`src/rtl/wtc_pkg.sv`:
```
package wtc_pkg;
  typedef enum logic [2:0] {
    ST_IDLE,
    ST_LOOKUP,
    ST_FILL,
    ST_WMEM,
    ST_INJ
  } wtc_state_e;
endpackage

```
`src/rtl/wtc_ram.sv`:
```
module wtc_ram #(
  parameter int WIDTH = 33,
  parameter int DEPTH = 64,
  localparam int AW = $clog2(DEPTH)
) (
  input  logic             clk,
  input  logic             we,
  input  logic [AW-1:0]    waddr,
  input  logic [WIDTH-1:0] wdata,
  input  logic [AW-1:0]    raddr,
  output logic [WIDTH-1:0] rdata
);
  logic [WIDTH-1:0] store [DEPTH];

  always_ff @(posedge clk) begin
    if (we) store[waddr] <= wdata;
    rdata <= store[raddr];
  end
endmodule

```
`src/rtl/wtc_tag_store.sv`:
```
module wtc_tag_store #(
  parameter int LINES = 16,
  parameter int TAG_W = 6,
  localparam int IDX_W = $clog2(LINES)
) (
  input  logic             clk,
  input  logic             rst,
  input  logic             wr_en,
  input  logic [IDX_W-1:0] wr_idx,
  input  logic [TAG_W-1:0] wr_tag,
  input  logic [IDX_W-1:0] rd_idx,
  output logic             rd_valid,
  output logic [TAG_W-1:0] rd_tag
);
  logic [LINES-1:0] valid_q;
  logic [TAG_W-1:0] tag_q [LINES];

  always_ff @(posedge clk) begin
    if (rst) valid_q <= '0;
    else if (wr_en) valid_q[wr_idx] <= 1'b1;
  end

  always_ff @(posedge clk) begin
    if (wr_en) tag_q[wr_idx] <= wr_tag;
  end

  assign rd_valid = valid_q[rd_idx];
  assign rd_tag   = tag_q[rd_idx];
endmodule

```
`src/rtl/wt_parity_cache.sv`:
```
module wt_parity_cache
  import wtc_pkg::*;
#(
  parameter int ADDR_W = 12,
  parameter int DATA_W = 32,
  parameter int LINES  = 16,
  parameter int WORDS  = 4,
  parameter int ERR_W  = 8,
  localparam int IDX_W = $clog2(LINES),
  localparam int OFF_W = $clog2(WORDS),
  localparam int BIT_W = $clog2(DATA_W + 1)
) (
  input  logic              clk,
  input  logic              rst,
  input  logic              cpu_req,
  input  logic              cpu_we,
  input  logic [ADDR_W-1:0] cpu_addr,
  input  logic [DATA_W-1:0] cpu_wdata,
  output logic              cpu_ready,
  output logic              cpu_done,
  output logic [DATA_W-1:0] cpu_rdata,
  output logic              mem_req,
  output logic              mem_we,
  output logic [ADDR_W-1:0] mem_addr,
  output logic [DATA_W-1:0] mem_wdata,
  input  logic              mem_ack,
  input  logic [DATA_W-1:0] mem_rdata,
  input  logic              inj_req,
  input  logic [IDX_W-1:0]  inj_line,
  input  logic [OFF_W-1:0]  inj_word,
  input  logic [BIT_W-1:0]  inj_bit,
  output logic [ERR_W-1:0]  err_count
);
  localparam int TAG_W  = ADDR_W - IDX_W - OFF_W;
  localparam int ENT_W  = DATA_W + 1;
  localparam int RAM_D  = LINES * WORDS;
  localparam int RAM_AW = IDX_W + OFF_W;
  localparam logic [OFF_W-1:0] LAST_OFF = OFF_W'(WORDS - 1);

  wtc_state_e state;
  logic              rq_we;
  logic [TAG_W-1:0]  rq_tag;
  logic [IDX_W-1:0]  rq_idx;
  logic [OFF_W-1:0]  rq_off;
  logic [DATA_W-1:0] rq_wdata;
  logic [OFF_W-1:0]  fill_cnt;
  logic [RAM_AW-1:0] inj_addr_q;
  logic [BIT_W-1:0]  inj_bit_q;

  logic              ram_we;
  logic [RAM_AW-1:0] ram_waddr, ram_raddr;
  logic [ENT_W-1:0]  ram_wdata, ram_rdata;
  logic              tag_valid, tag_we;
  logic [TAG_W-1:0]  tag_rd;
  logic              hit, par_bad, fill_last;

  wtc_ram #(.WIDTH(ENT_W), .DEPTH(RAM_D)) u_data (
    .clk(clk), .we(ram_we), .waddr(ram_waddr), .wdata(ram_wdata),
    .raddr(ram_raddr), .rdata(ram_rdata)
  );

  wtc_tag_store #(.LINES(LINES), .TAG_W(TAG_W)) u_tags (
    .clk(clk), .rst(rst), .wr_en(tag_we), .wr_idx(rq_idx), .wr_tag(rq_tag),
    .rd_idx(rq_idx), .rd_valid(tag_valid), .rd_tag(tag_rd)
  );

  assign hit       = tag_valid && (tag_rd == rq_tag);
  assign par_bad   = ^ram_rdata;
  assign fill_last = (fill_cnt == LAST_OFF);
  assign tag_we    = (state == ST_FILL) && mem_ack && fill_last;
  assign ram_raddr = cpu_req ? cpu_addr[RAM_AW-1:0] : {inj_line, inj_word};

  always_comb begin
    ram_we    = 1'b0;
    ram_waddr = {rq_idx, rq_off};
    ram_wdata = {^rq_wdata, rq_wdata};
    case (state)
      ST_LOOKUP: ram_we = rq_we && hit;
      ST_FILL: begin
        ram_we    = mem_ack;
        ram_waddr = {rq_idx, fill_cnt};
        ram_wdata = {^mem_rdata, mem_rdata};
      end
      ST_INJ: begin
        ram_we    = 1'b1;
        ram_waddr = inj_addr_q;
        ram_wdata = ram_rdata ^ (ENT_W'(1) << inj_bit_q);
      end
      default: ;
    endcase
  end

  always_ff @(posedge clk) begin
    if (rst) begin
      state      <= ST_IDLE;
      cpu_ready  <= 1'b1;
      cpu_done   <= 1'b0;
      cpu_rdata  <= '0;
      mem_req    <= 1'b0;
      mem_we     <= 1'b0;
      mem_addr   <= '0;
      mem_wdata  <= '0;
      err_count  <= '0;
      rq_we      <= 1'b0;
      rq_tag     <= '0;
      rq_idx     <= '0;
      rq_off     <= '0;
      rq_wdata   <= '0;
      fill_cnt   <= '0;
      inj_addr_q <= '0;
      inj_bit_q  <= '0;
    end else begin
      cpu_done <= 1'b0;
      case (state)
        ST_IDLE: begin
          if (cpu_req) begin
            rq_we     <= cpu_we;
            rq_tag    <= cpu_addr[ADDR_W-1 -: TAG_W];
            rq_idx    <= cpu_addr[RAM_AW-1 -: IDX_W];
            rq_off    <= cpu_addr[OFF_W-1:0];
            rq_wdata  <= cpu_wdata;
            cpu_ready <= 1'b0;
            state     <= ST_LOOKUP;
          end else if (inj_req) begin
            inj_addr_q <= {inj_line, inj_word};
            inj_bit_q  <= inj_bit;
            cpu_ready  <= 1'b0;
            state      <= ST_INJ;
          end
        end
        ST_LOOKUP: begin
          if (rq_we) begin
            mem_req   <= 1'b1;
            mem_we    <= 1'b1;
            mem_addr  <= {rq_tag, rq_idx, rq_off};
            mem_wdata <= rq_wdata;
            state     <= ST_WMEM;
          end else if (hit && !par_bad) begin
            cpu_rdata <= ram_rdata[DATA_W-1:0];
            cpu_done  <= 1'b1;
            cpu_ready <= 1'b1;
            state     <= ST_IDLE;
          end else begin
            if (hit) err_count <= err_count + 1'b1;
            mem_req  <= 1'b1;
            mem_we   <= 1'b0;
            mem_addr <= {rq_tag, rq_idx, {OFF_W{1'b0}}};
            fill_cnt <= '0;
            state    <= ST_FILL;
          end
        end
        ST_FILL: begin
          if (mem_ack) begin
            if (fill_cnt == rq_off) cpu_rdata <= mem_rdata;
            if (fill_last) begin
              mem_req   <= 1'b0;
              cpu_done  <= 1'b1;
              cpu_ready <= 1'b1;
              state     <= ST_IDLE;
            end else begin
              fill_cnt <= fill_cnt + 1'b1;
              mem_addr <= mem_addr + 1'b1;
            end
          end
        end
        ST_WMEM: begin
          if (mem_ack) begin
            mem_req   <= 1'b0;
            mem_we    <= 1'b0;
            cpu_done  <= 1'b1;
            cpu_ready <= 1'b1;
            state     <= ST_IDLE;
          end
        end
        ST_INJ: begin
          cpu_ready <= 1'b1;
          state     <= ST_IDLE;
        end
        default: state <= ST_IDLE;
      endcase
    end
  end

  assert_busy_stall_R8: assert property (@(posedge clk) disable iff (rst)
    mem_req |-> !cpu_ready);

  assert_req_hold_R8: assert property (@(posedge clk) disable iff (rst)
    (mem_req && !mem_ack) |=> (mem_req && $stable(mem_addr) && $stable(mem_we)));

  assert_fill_base_R3: assert property (@(posedge clk) disable iff (rst)
    ($rose(mem_req) && !mem_we) |-> (mem_addr[OFF_W-1:0] == '0));

  assert_fill_order_R3: assert property (@(posedge clk) disable iff (rst)
    (mem_req && !mem_we && mem_ack && (mem_addr[OFF_W-1:0] != LAST_OFF))
      |=> (mem_addr == $past(mem_addr) + ADDR_W'(1)));

  assert_err_step_R7: assert property (@(posedge clk) disable iff (rst)
    (err_count != $past(err_count)) |-> (err_count == $past(err_count) + 1'b1));

  assert_done_pulse_R2: assert property (@(posedge clk) disable iff (rst)
    cpu_done |=> !cpu_done);

  assert_no_write_alloc_R5: assert property (@(posedge clk) disable iff (rst)
    tag_we |-> (mem_req && !mem_we));
endmodule

```
`config.mk`:
```
export PLATFORM = sky130hd
export DESIGN_NAME = wt_parity_cache
export DESIGN_NICKNAME = d
export VERILOG_FILES = /design/src/rtl/wtc_pkg.sv /design/src/rtl/wtc_ram.sv /design/src/rtl/wtc_tag_store.sv /design/src/rtl/wt_parity_cache.sv
export SDC_FILE = /design/constraint.sdc
export NUM_CORES = 2
export LEC_CHECK = 0
export BUFFER_PORTS_ARGS = -buffer_cell sky130_fd_sc_hd__buf_4
export CORE_UTILIZATION = 45
export CTS_CLUSTER_SIZE = 20
export DETAILED_ROUTE_END_ITERATION = 12
export GPL_TIMING_DRIVEN = 0
export PLACE_DENSITY_LB_ADDON = 0.08
export SLEW_MARGIN = 20
export SYNTH_ARGS = -nofsm -noshare
export SYNTH_HDL_FRONTEND = slang
export SYNTH_SLANG_ARGS = --single-unit
```
`constraint.sdc`:
```
create_clock -name clk -period 5.98 [get_ports clk]
set_clock_uncertainty 0.15 [all_clocks]
set_input_delay 1.196 -clock clk [delete_from_list [all_inputs] [get_ports clk]]
set_output_delay 1.196 -clock clk [all_outputs]
set_load 0.01 [all_outputs]
```
# [Word-level counts from Yosys, hierarchy flattened]
# Memory sizes are Yosys's and may differ from the RTL's. A register that Yosys moved wholly into a read port is not among the register bits.
# Index checks and enable logic that the tools add are counted.
[classes] addsub=3 n_lt_le_gt_ge=2 n_eq_ne=17 shifts=1 n_mux=60 n_bitwise=5 reduce_logical=26
[op_table] cell="$mux 32" count=4
[op_table] cell="$pmux 33 s2" count=1
[op_table] cell="$pmux 32 s2" count=1
[op_table] cell="$reduce_xor 32->1" count=2
[op_table] cell="$mux 12" count=4
[op_table] cell="$reduce_xor 33->1" count=1
[op_table] cell="$shl 1x6->33 const A" count=1
[op_table] cell="$xor 33x33->33" count=1
[op_table] cell="$mux 1" count=25
[op_table] cell="$pmux 12 s2" count=1
[op_table] cell="$or 16x16->16" count=1
[op_table] cell="$mux 3" count=5
[op_table] cell="$reduce_and 5->1" count=3
[op_table] cell="$ne 2x2->1 const B" count=7
[op_table] cell="$add 12x1->12 const B" count=1
[op_table] cell="$mux 2" count=6
[op_table] cell="$pmux 3 s4" count=1
[op_table] cell="$pmux 6 s2" count=1
[op_table] cell="$reduce_and 4->1" count=3
[op_table] cell="$pmux 1 s3" count=3
[op_table] cell="$add 8x1->8 const B" count=1
[op_table] cell="$mux 4" count=2
[op_table] cell="$reduce_and 7->1" count=1
[op_table] cell="$eq 3x2->1 const B" count=2
[op_table] cell="25 further kinds" count=36
[word_totals] reg_bits=166 ram_bits=2208 input_bits=94 out_inout_bits=88 wordCells=134 mem_count=2
[mem_list] memory="u_data.store" depth=64 width=33 rd=1 rd_clocked_by_memory_dff=1 wr=1 line="wtc_ram.sv:13" rtl="logic [WIDTH-1:0] store [DEPTH];"
[mem_list] memory="u_tags.tag_q" depth=16 width=6 rd=1 rd_clocked_by_memory_dff=1 wr=1 line="wtc_tag_store.sv:16" rtl="logic [TAG_W-1:0] tag_q [LINES];"

# [Depth between registers and ports, before layout]
[logic_depth] depth_word=7 depth_mapped=11 depth_no_buf=8

# [By module]
# A second synthesis with hierarchy kept.
[hier_totals] hier_cells=4952 hier_area_um2=93719.9
[by_module_without_submodules] module="wtc_ram" instances=1 cells_per_inst=3610 area_per_inst_um2=81094.0 seq_area_each_um2=64081.5
[by_module_without_submodules] module="wt_parity_cache" instances=1 cells_per_inst=1103 area_per_inst_um2=8197.9 seq_area_each_um2=3002.9
[by_module_without_submodules] module="wtc_tag_store" instances=1 cells_per_inst=239 area_per_inst_um2=4428.0 seq_area_each_um2=3203.1

# [Worst setup path after synthesis]
# OpenSTA, ideal clock, no wires.
[synth_path] path_kind="reg-to-reg" from="register with a tool-made name" to="memory u_data.store[16][0], enable pin" setup_ps=464 t_arrival_ps=4744 required_time_ps=5366 path_slack_ps=621 stages_incl_launch_ff=10 n_path_buf=2 synth_period_minus_slack_ps=5359 path_cell_list="dfxtp_1 > buf_4 > mux4_2 > mux4_2 > xnor2_1 > and4_1 > a31oi_1 > o22a_1 > buf_1 > nor3_1"
[synth_lines] element="to (decl)" line="wtc_ram.sv:13"

# [Worst setup path after layout]
[layout_path] from="input port cpu_req" to="register u_data.rdata[24] (read register of u_data.store)"
[layout_between] elab_chain_cells=1
[layout_lines] element="from (decl)" line="wt_parity_cache.sv:15" rtl="input logic cpu_req,"
[layout_lines] element="$mux 6" line="wt_parity_cache.sv:71" rtl="assign ram_raddr = cpu_req ? cpu_addr[RAM_AW-1:0] : {inj_line, inj_word};"
[layout_lines] element="to (decl)" line="wtc_ram.sv:11" rtl="output logic [WIDTH-1:0] rdata"
# Every way passes these cells.
# A chain may end at the register's enable or synchronous reset.

==> impl_metrics.ini <==
[routing]
num_vias = 53440
drt_iter0_drc = 5704
drc_errors = 0
ant_nets = 0
viasPerCell = 5.817
drtPass1Iterations = 5
drt-total-wl_um = 282500
avgRoutedWirePerCell_um = 30.75

[yosys]
yosysUniqueCellTypes = 63
synth_common_cells = edfxtp_1 (2208), nand2_1 (850), mux4_2 (548), clkbuf_1 (217), dfxtp_1 (203)
synth_seq_area_share_pct = 74.59
syn_nets = 5313
synth_top_area_share_pct = 70.28
ys_seq_elements = 2411
synthArstFlopShare_pct = 0
synth.most_common_cell = edfxtp_1
yosysTopAreaCell = edfxtp_1
syn_inst = 5216
synthesis.area_um2 = 94340
yosys_warnings = 0
yosys_most_used_dff = edfxtp_1
yosys-top-cells-area = edfxtp_1 (70%), mux4_2 (13%), dfxtp_1 (4.3%)
synth_edf_count = 2208
postSynthAreaPerCell_um2 = 18.09

[timing]
finalSetupTns_ps = 0
fmax_mhz = 169.3
post-route-period-util_pct = 98.78
drv_slew = 1
hold_ws_ps = 304.0
tightest_slew_ps = 1493
setup_viol = 0
rsz0062_at_grt = no
hold_viol_final = 0
maxSlewHeadroom_pct = -0.2162
period_needed_ps = 5907

[clock_tree]
postCtsHoldBufs = 0
clock-root-buffer = clkbuf_16
cts_setup_buffers = 0
cts_resized = 0
cts.sinks = 2411
clkSlewWorstSetupHoldPaths_ps = 60
clockBufferDepth = 4
cts_tree = done
htreeDepth = 5
numCtsBuffers = 275
clk_latency_ps = 920

[worst_setup_path]
start_kind = input port
crit_required_ps = 6550
critPathKind = in -> reg
worstPathArrival_ps = 6470
critPathMaxFanout = 10
crit_path_end_kind = flip-flop

[floorplan]
core_area_um2 = 207700
num_rows = 167
die-area_um2 = 211500
io_pins = 182
initial_core_util_pct = 45.42
fp.dieW_um = 459.9
dieHeight_um = 459.9

[global_route]
grt_pass1_vias = 53630
grt_pass1_wl_um = 400100
antenna_found_initial = 16
grt_max_degree = 25
grt_usage_pct = 26.87
grt.overflow.total = 0

[layout]
drive_gt1_share_pct = 28.23
final_nets = 6315
syn2layout_area_growth_pct = 19.22
final_util_pct = 54.15
ff_latch_area_um2 = 70370
multiInputGateArea_um2 = 23250
fillerInstances = 16590
fin_cells = 9188

[power_and_ir_drop]
totalPowerFinal_uw = 40340
p_int_uw = 30200
power_density_nw_per_um2 = 358.6
p_sw_uw = 10140
ir_worst_vdd_mv = 0.3344
p_leak_uw = 0.03762
pwr-share-clk_pct = 39.0
combPwrFrac_pct = 12.9
p_sw_share_pct = 25.13
p_seq_share_pct = 48.2

[place]
dp.cells = 8728
hpwl_um = 210400
port_buffers = 179
place_congestion = 1.002

[run_status]
violations = capacitance limit, slew limit
outcome = finished with violations

[job]
max_cap_violations = 1

[worst_hold_path]
min_path_type = reg -> reg
## flip-flops by register name, indices dropped and copies added (netlist names), 3 cells and up, named ones only
name            count
mem_addr           12
mem_wdata          32
rq_tag              6
inj_addr_q          6
rq_idx              4
u_tags.valid_q     16
inj_bit_q           6
u_tags.tag_q       96
rq_wdata           32
u_data.rdata       33
err_count           8
state               3
cpu_rdata          32
u_data.store     2112
## layout make-up
cell class	instances	share of cell area, %
flip-flops and latches	2411	62.56
multi-input cells	2481	20.67
inverters	5	0.01669
plain buffers	319	1.164
clock inverters	93	0.6541
diodes	5	0.01112
well taps	2788	3.101
clock buffers	361	6.591
repair buffers	725	5.231
## kinds of logic after synthesis
group / Yosys count / share of synthesized area, %
AND/OR/NAND/NOR: 1363 / 6.235
adder cells (fa/ha/maj): 3 / 0.03979
multiplexers: 600 / 13.65
XOR/XNOR: 134 / 1.259
AO/OA/AOI/OAI: 381 / 2.829
flip-flops: 2411 / 74.59
buffers and inverters: 324 / 1.401
## worst max-delay path, stage by stage
cell      delay, ps
clkbuf_1        260
mux2i_4         690
clkbuf_2        650
clkbuf_1        880
clkbuf_1        590
mux4_2          420
nand2_1         100
nand3_1         180
a311oi_1       1290
a21oi_1         150
## through the flow
stage	area [um2]	setup WS, ps
3_5_place_dp	104300	-611.7
5_1_grt	112500	60.34
2_1_floorplan	94340	621.4
6_report	112500	73.15
3_3_place_gp	99170	-4042
4_1_cts	112400	296.9
## power by group through the flow
| stage | registers [uW] | clock network (uW) | logic [uW] |
|---|---|---|---|
| 2_1_floorplan | 19800 | 0 | 2390 |
| 4_1_cts | 19400 | 15900 | 5190 |
| 3_5_place_dp | 19800 | 0 | 5180 |
| 5_1_grt | 19400 | 16600 | 5440 |
| 3_3_place_gp | 19900 | 0 | 4100 |
| 6_report | 19400 | 15700 | 5190 |
## cells in the final DEF (no fill, tap or decap), drive strengths merged, types with 4 or more instances in the layout
master,synthesis,layout
edfxtp,2208,2208
nand2,850,850
buf,102,827
clkbuf,217,578
mux4,548,548
dfxtp,203,203
nand3,167,167
a21oi,126,126
a311oi,125,125
nor3,124,124
xnor2,94,94
nor2,86,86
clkinv,0,72
and3,69,69
mux2i,41,41
xor2,39,39
a31oi,36,36
o211ai,32,32
nor2b,13,13
o21ai,13,13
bufinv,0,12
nand2b,11,11
a22oi,11,11
mux2,11,11
o32ai,10,10
clkinvlp,0,7
nor4,7,7
inv,5,7
diode,0,5
and2,5,5
or2,5,5
nor3b,5,5
nand3b,4,4
nand4,4,4
## metal layers
layer  up-vias  global-route usage, %  share of wire, %  wire length, um
met4         8                  9.308               3.7            10420
met2      2079                  43.31                48           135200
met5         -                      0             0.015               42
met3       497                  5.192               7.3            20590
met1     28080                  36.61                41           116300
li1      22780                      -                 -                -
## path summary, 6_finish.rpt
path | startpoint | endpoint | slack, ps | cells past startpoint
max | cpu_req | u_data.rdata[24] | 70 | 10
min | mem_wdata[28] | mem_wdata[28] | 300 | 2
max reg2reg | flip-flop | u_data.store[8][12] | 310 | 13
min reg2reg | mem_wdata[28] | mem_wdata[28] | 300 | 2
Power figures use the tool's default switching activity.
